## src/rtl/rstseq_pkg.sv

```systemverilog
package rstseq_pkg;
  typedef struct packed {
    logic supply_low;
    logic man_low;
    logic wdog;
  } rstseq_src_t;

  function automatic logic any_fault(input rstseq_src_t s);
    return s.supply_low | s.man_low | s.wdog;
  endfunction
endpackage

```

## src/rtl/rstseq_sync2.sv

```systemverilog
module rstseq_sync2 #(
  parameter int WIDTH = 2,
  parameter logic [WIDTH-1:0] RST_VAL = '0
) (
  input  logic             clk,
  input  logic             rst,
  input  logic [WIDTH-1:0] d,
  output logic [WIDTH-1:0] q
);
  generate
    for (genvar i = 0; i < WIDTH; i++) begin : g_bit
      logic meta_q, stab_q;
      always_ff @(posedge clk) begin
        if (rst) begin
          meta_q <= RST_VAL[i];
          stab_q <= RST_VAL[i];
        end else begin
          meta_q <= d[i];
          stab_q <= meta_q;
        end
      end
      assign q[i] = stab_q;
    end
  endgenerate
endmodule

```

## src/rtl/rstseq_deglitch.sv

```systemverilog
module rstseq_deglitch #(
  parameter int   STABLE_CYC = 40,
  parameter logic RST_LEVEL  = 1'b0
) (
  input  logic clk,
  input  logic rst,
  input  logic din,
  output logic dout
);
  localparam int CW = $clog2(STABLE_CYC + 1);
  localparam logic [CW-1:0] LAST = CW'(STABLE_CYC - 1);

  logic          level_q;
  logic [CW-1:0] run_q;

  always_ff @(posedge clk) begin
    if (rst) begin
      level_q <= RST_LEVEL;
      run_q   <= '0;
    end else if (din != level_q) begin
      if (run_q == LAST) begin
        level_q <= din;
        run_q   <= '0;
      end else begin
        run_q <= run_q + 1'b1;
      end
    end else begin
      run_q <= '0;
    end
  end

  assign dout = level_q;

  // the filtered level changes only after a full stable run
  p_flip_after_run_r6: assert property (@(posedge clk) disable iff (rst)
    (level_q != $past(level_q)) |-> ($past(run_q) == LAST));

  // the run counter never passes its terminal value
  p_run_bound_r6: assert property (@(posedge clk) disable iff (rst)
    run_q <= LAST);
endmodule

```

## src/rtl/rstseq_hold_timer.sv

```systemverilog
module rstseq_hold_timer #(
  parameter int CNT_W = 16
) (
  input  logic             clk,
  input  logic             rst,
  input  logic             fault,
  input  logic [CNT_W-1:0] load,
  output logic             rst_n_o
);
  logic [CNT_W-1:0] cnt_q;
  logic             rst_n_q;

  always_ff @(posedge clk) begin
    if (rst) begin
      cnt_q   <= load;
      rst_n_q <= 1'b0;
    end else if (fault) begin
      cnt_q   <= load;
      rst_n_q <= 1'b0;
    end else if (!rst_n_q) begin
      if (cnt_q == '0) rst_n_q <= 1'b1;
      else             cnt_q   <= cnt_q - 1'b1;
    end
  end

  assign rst_n_o = rst_n_q;

  // a fault seen at an edge leaves the output low after it
  p_fault_holds_low_r1: assert property (@(posedge clk) disable iff (rst)
    fault |=> !rst_n_q);

  // release happens only from an exhausted count with no fault
  p_release_at_zero_r3: assert property (@(posedge clk) disable iff (rst)
    $rose(rst_n_q) |-> ($past(cnt_q) == '0 && !$past(fault)));

  // a quiet countdown decreases by exactly one per cycle
  p_count_down_r3: assert property (@(posedge clk) disable iff (rst)
    (!rst_n_q && !fault && cnt_q != '0) |=> (cnt_q == CNT_W'($past(cnt_q) - 1'b1)));
endmodule

```

## src/rtl/supply_reset_seq.sv

```systemverilog
module supply_reset_seq
  import rstseq_pkg::*;
#(
  parameter int CNT_W       = 16,
  parameter int MR_FILT_CYC = 40
) (
  input  logic             clk,
  input  logic             rst,
  input  logic             supply_low_i,
  input  logic             man_rst_ni,
  input  logic             wdog_fault_i,
  input  logic [CNT_W-1:0] hold_ticks_i,
  output logic             reset_no
);
  localparam int N_ASYNC = 2;

  logic [N_ASYNC-1:0] async_raw, async_s;
  logic               man_low_f;
  rstseq_src_t        src;

  assign async_raw = {~man_rst_ni, supply_low_i};

  rstseq_sync2 #(.WIDTH(N_ASYNC), .RST_VAL('0)) u_sync (
    .clk(clk), .rst(rst), .d(async_raw), .q(async_s)
  );

  rstseq_deglitch #(.STABLE_CYC(MR_FILT_CYC), .RST_LEVEL(1'b0)) u_mr_filt (
    .clk(clk), .rst(rst), .din(async_s[1]), .dout(man_low_f)
  );

  always_comb begin
    src.supply_low = async_s[0];
    src.man_low    = man_low_f;
    src.wdog       = wdog_fault_i;
  end

  rstseq_hold_timer #(.CNT_W(CNT_W)) u_timer (
    .clk(clk), .rst(rst), .fault(any_fault(src)),
    .load(hold_ticks_i), .rst_n_o(reset_no)
  );

  // a synchronized supply fault forces the output low next cycle
  p_supply_low_r1: assert property (@(posedge clk) disable iff (rst)
    async_s[0] |=> !reset_no);

  // an accepted manual low forces the output low next cycle
  p_manual_low_r2: assert property (@(posedge clk) disable iff (rst)
    man_low_f |=> !reset_no);

  // a watchdog strobe forces the output low next cycle
  p_wdog_pulse_r5: assert property (@(posedge clk) disable iff (rst)
    wdog_fault_i |=> !reset_no);
endmodule

```

## config.mk

```make
export PLATFORM = sky130hd
export DESIGN_NAME = supply_reset_seq
export DESIGN_NICKNAME = d
export VERILOG_FILES = /design/src/rtl/rstseq_pkg.sv /design/src/rtl/rstseq_sync2.sv /design/src/rtl/rstseq_deglitch.sv /design/src/rtl/rstseq_hold_timer.sv /design/src/rtl/supply_reset_seq.sv
export SDC_FILE = /design/constraint.sdc
export NUM_CORES = 1
export LEC_CHECK = 0
export ABC_AREA = 1
export CORE_ASPECT_RATIO = 0.9
export CORE_MARGIN = 1.5
export CORE_UTILIZATION = 35
export CTS_BUF_LIST = sky130_fd_sc_hd__clkbuf_4
export CTS_CLUSTER_DIAMETER = 60
export CTS_CLUSTER_SIZE = 12
export DETAILED_ROUTE_END_ITERATION = 6
export PLACE_DENSITY = 0.56
export SYNTH_ARGS = -nofsm -noshare
export SYNTH_HDL_FRONTEND = slang
export SYNTH_SLANG_ARGS = --single-unit
```

## constraint.sdc

```tcl
create_clock -name clk -period 1.8 [get_ports clk]
set_input_delay 0.18 -clock clk [delete_from_list [all_inputs] [get_ports clk]]
set_output_delay 0.18 -clock clk [all_outputs]
set_load 0.005 [all_outputs]
```

== Yosys cells after proc, flatten, opt, wreduce, memory -nomap -nowiden ==
Index checks and enable logic that the tools add are counted.

* Input bits: 21
* Output and inout bits: 1
* Flip-flop bits (word level): 28

* Add/sub/neg operators: 2
* Muxes and demuxes: 6
* Reductions and logical operators: 5
* Equal/unequal tests: 4
* Bitwise operators: 4

{| class="wikitable"
|+ Operators by type and width
! cell !! count
|-
| 16-bit 2-to-1 mux || 4
|-
| 16-bit zero test || 1
|-
| 16-bit by 1-bit subtractor with 16-bit output, second input constant || 1
|-
| 6-bit by 1-bit adder with 6-bit output, second input constant || 1
|-
| 6-bit equality test, second input constant || 1
|-
| 3-bit by 2-bit != test with 1-bit output, second input constant || 2
|-
| 2-bit AND reduction || 2
|-
| 3-bit OR reduction || 1
|-
| 1-bit 2-to-1 mux || 2
|-
| 1-bit NOT || 2
|-
| 1-bit OR || 2
|-
| 2-bit OR reduction || 1
|-
| 1-bit != test || 1
|}

== Depth between registers and ports, before layout ==
* Word-level depth: 5
* Mapped depth: 9
* Depth with buffers taken out: 9

== Cells and area by module ==
Synthesis repeated with hierarchy kept, for this count alone.

* Cell total of the unflattened synthesis: 222
* Area total of the unflattened synthesis: 1662.8 um^2

{| class="wikitable"
|+ Modules (own cells, without submodules)
! module !! area an instance (um^2) !! times used !! cells each !! sequential area each (um^2)
|-
| rstseq_hold_timer || 1168.6 || 1 || 154 || 500.5
|-
| rstseq_deglitch || 354.1 || 1 || 50 || 140.1
|-
| rstseq_sync2 || 125.1 || 1 || 14 || 80.1
|-
| supply_reset_seq || 15.0 || 1 || 4 || 0.0
|}

== Worst setup path after synthesis ==
OpenSTA, ideal clock, no wires.

* Path kind: reg-to-reg
* Start point: register u_timer.cnt_q[0]
* End point: register u_timer.cnt_q[0] (enable)
* Slack: 10 ps
* Required time: 1433 ps
* Data arrival time: 1422 ps
* Stages on the path, launching flop included: 8
* Cells stage by stage: edfxtp_1 -> inv_1 -> ha_1 -> nand2_1 -> nor2_2 -> nand4_1 -> nand2_1 -> nand2_1

* Cells in the longest elaborated chain, start to end: 3

{| class="wikitable"
|+ Ends and longest elaborated chain
! what !! RTL line !! RTL
|-
| from (decl) || rstseq_hold_timer.sv:10 || <nowiki>logic [CNT_W-1:0] cnt_q;</nowiki>
|-
| from (signal assigned) || rstseq_hold_timer.sv:15 || <nowiki>cnt_q <= load;</nowiki>
|-
| from (signal assigned) || rstseq_hold_timer.sv:18 || <nowiki>cnt_q <= load;</nowiki>
|-
| from (signal assigned) || rstseq_hold_timer.sv:22 || <nowiki>else cnt_q <= cnt_q - 1'b1;</nowiki>
|-
| 16-bit zero test || rstseq_hold_timer.sv:21 || <nowiki>if (cnt_q == '0) rst_n_q <= 1'b1;</nowiki>
|-
| 3-bit by 2-bit != test with 1-bit output (no line) || -- ||
|-
| 2-bit AND reduction (no line) || -- ||
|}

Every way passes these cells.
A chain may end at the register's enable or synchronous reset.

== Worst setup path in the final report ==
Ends and elaborated chain as after synthesis.

==> impl_metrics.toml <==
[clocking]
cts.htree.levels = 1
hold_buffers = 0
insertion_delay_ns = 0.33
post_cts_buffers = 0
numCtsBuffers = 3
path_clk_slew_ns = 0.15
cts_tree = "yes"
clock_path_buffers = 2
root_buffer = "clkbuf_4"
cts_resized = 0
cts_sinks = 28

[placement]
dp_cells = 294
post-dp-hpwl_um = 2330
portBuffers = 21
globalplace.congestion = 0.790

[routing]
totalWireLength_um = 2990
ant_nets = 0
drc = 0
drt-wirelength-per-cell_um = 10.0
routed_via_density = 4.31
first_iter_violations = 68
firstDrtPassIters = 4
vias = 1284

[run_status]
status = "finished, final reports clean"

[floorplan]
io_pins = 22
die_area_mm2 = 0.00487
coreArea_mm2 = 0.00418
start_util_pct = 37.3
die_w_um = 73.4
dieHeight_um = 66.4
fp-row-count = 22

[yosys]
synth-xor-area-share_pct = 3.37
synth.net_count = 233
synth.area.top_cells = "edfxtp_1 31%, dfxtp_1 15%, nand2_1 12%, nor2_1 8.9%, inv_1 8.4%"
netlist_area_mm2 = 0.00156
synthSimpleGateAreaFrac_pct = 33.3
yosysWarnings = 0
synth_compound_area_share_pct = 4.49
seq_area_frac_synth_pct = 46.2
synth_top_family_by_area = "simple AND/OR/NAND/NOR gates"
ys_ff_latch = 28
synth_top_area_share_pct = 30.8
synthCells = 210
ys_types = 30
muxShareOfSynthArea_pct = 0.641
yosys.area.top_type = "edfxtp_1"
syn_avg_cell_area_um2 = 7.44
synthAdderAreaFrac_pct = 1.60

[pwr]
peakVddDrop_mv = 0.444
power_mw = 1.21
power_density_mw_per_mm2 = 639
power_leakage_nw = 0.850

[sta]
report.final.slew_viol_count = 0
period_share_pct = 90.5
tns_ns = 0
setup_viol = 0
fmax_ghz = 0.614
clock-skew-final_ns = 0.00165
rsz0062_at_grt = "no"
min_period_ns = 1.63
slew_headroom_pct = 65.2
hold_violations = 0
tightest_slew_ns = 0.520

[final_layout]
fin_util_pct = 45.4
nNetsFinal = 262
most-common-layout-cells = "50 x nand2_1, 37 x nor2_1, 35 x inv_1"
num_antenna_cells = 0
fin_cells = 298
final.fill_count = 457
syn2layout_area_growth_pct = 21.6
final_common_cell = "nand2_1"
drive_above_1_share_pct = 7.14

[global_route]
grtUsageMet2_pct = 20.0
antenna_found_initial = 0
top_usage_layer = "met1"
grt_max_degree = 21
grtUsageTotal_pct = 14.2
grt_pass1_vias = 1149
met1_usage_pct = 21.1
grt_util_met3_pct = 3.51
grt-ovfl-total = 0
grt_pass1_wl_um = 5200

[setup_path]
crit_chain = "inv_1 -> ha_2 -> nand2_2 -> nor2_2 -> nand4_1 -> nand2_1 -> nand2_1 -> buf_4"
r2r_cells = 8
crit_family = "simple AND/OR/NAND/NOR gates"
start_kind = "register"
crit_buf_inv = 2
crit_type = "reg -> reg"
critPathCaptureType = "register"
cp.required_ns = 1.91
r2r_start = "u_timer.cnt_q[0]$_DFFE_PP_"
reg2reg_slack_ns = 0.17
crit_top_cell = "nand2_1"
slowest_stage = "edfxtp_1"
r2r_end = "u_timer.cnt_q[0]$_DFFE_PP_"
crit_path_max_incr_delay_ns = 0.41
arrival_ns = 1.74
cp_max_fo = 11

[worst_hold_path]
worstHoldPathType = "in -> reg"
min-delay-start = "supply_low_i"
worstHoldEndpoint = "u_sync.g_bit[0].meta_q$_SDFF_PP0_"
hold_depth = 3

[run]
maxCapViolCount = 0
## synth_stat cells
cell and count:
xnor2_1 1, nor3_1 2, nor2_4 1, a31oi_1 2, o211ai_1 1, xor2_1 5
nand3b_1 1, nand4_1 1, edfxtp_1 16, nor2_1 37, nand2_1 51, or2_0 5
or2_1 1, mux2i_1 1, dfxtp_1 12, inv_2 2, nand3_2 1, nand3_1 15
inv_1 35, o21ai_0 8, a21oi_1 2, nor2_2 1, buf_2 1, buf_4 1
buf_6 1, or2_2 1, ha_1 2, and2_1 1, nor4_1 1, nor3b_1 1
## metal layers
metal | share of wire [%] | up-vias
met5 | 0 | -
met4 | 1.4 | 0
met3 | 3.5 | 4
met2 | 39 | 25
met1 | 57 | 542
li1 | - | 713
## layout make-up
type	instances	area (um^2)	area share (%)
tap	60	75.1	3.95
sequential	28	721	37.9
timing repair buffer	27	255	13.4
clock inverter	1	3.75	0.198
clock buffer	3	22.5	1.19
inverter	37	139	7.31
multi-input combinational	142	683	36.0
## worst reg2reg max path: stages (launching register included)
cell	delay (ns)
edfxtp_1	0.41
inv_1	0.12
ha_2	0.21
nand2_2	0.10
nor2_2	0.13
nand4_1	0.10
nand2_1	0.07
nand2_1	0.06
buf_4	0.20
## per-stage QoR
step                hold slack [ns]  area [um^2]  setup WS (ns)
floorplan                     0.247         1560         0.0105
finish                        0.338         1900          0.171
global route                  0.334         1900         0.0125
detailed placement            0.392         1870          0.128
CTS                           0.331         1890          0.104
global placement              0.389         1870          0.172
## logic make-up (layout without fill, tap and decap cells)
| group | Yosys count | in the layout |
|---|---|---|
| compound gates | 13 | 13 |
| xor+xnor | 6 | 6 |
| mux | 1 | 1 |
| simple gates | 120 | 120 |
| flops | 28 | 28 |
| fa+ha+maj | 2 | 2 |
| buf+inv | 40 | 68 |
## state kept, by name (all words and copies together), names as in the netlist
register             count
u_timer.cnt_q           16
u_mr_filt.run_q          6
u_sync.g_bit.meta_q      2
u_mr_filt.dout           1
u_timer.rst_n_o          1
u_sync.g_bit.stab_q      2
## worst max-delay path by stage
stage                                from                          to  slack (ns)  cells after the start
2_1_floorplan  u_timer.cnt_q[0]$_DFFE_PP_  u_timer.cnt_q[0]$_DFFE_PP_        0.01                      7
3_3_place_gp   u_timer.cnt_q[0]$_DFFE_PP_  u_timer.cnt_q[3]$_DFFE_PP_        0.17                      8
3_5_place_dp   u_timer.cnt_q[0]$_DFFE_PP_  u_timer.cnt_q[3]$_DFFE_PP_        0.13                      8
4_1_cts        u_timer.cnt_q[0]$_DFFE_PP_  u_timer.cnt_q[2]$_DFFE_PP_        0.10                      8
5_1_grt        u_timer.cnt_q[0]$_DFFE_PP_  u_timer.cnt_q[2]$_DFFE_PP_        0.01                      8
6_report       u_timer.cnt_q[0]$_DFFE_PP_  u_timer.cnt_q[0]$_DFFE_PP_        0.17                      8
## where the power goes
part / total (mW) / leakage, nW / switching (mW) / internal [mW]
registers: 0.753 / 0.266 / 0.0329 / 0.720
clock network: 0.273 / 0.0154 / 0.192 / 0.0817
logic: 0.188 / 0.568 / 0.0921 / 0.0959
total: 1.21 / 0.850 / 0.317 / 0.898
Power figures use the tool's default switching activity.
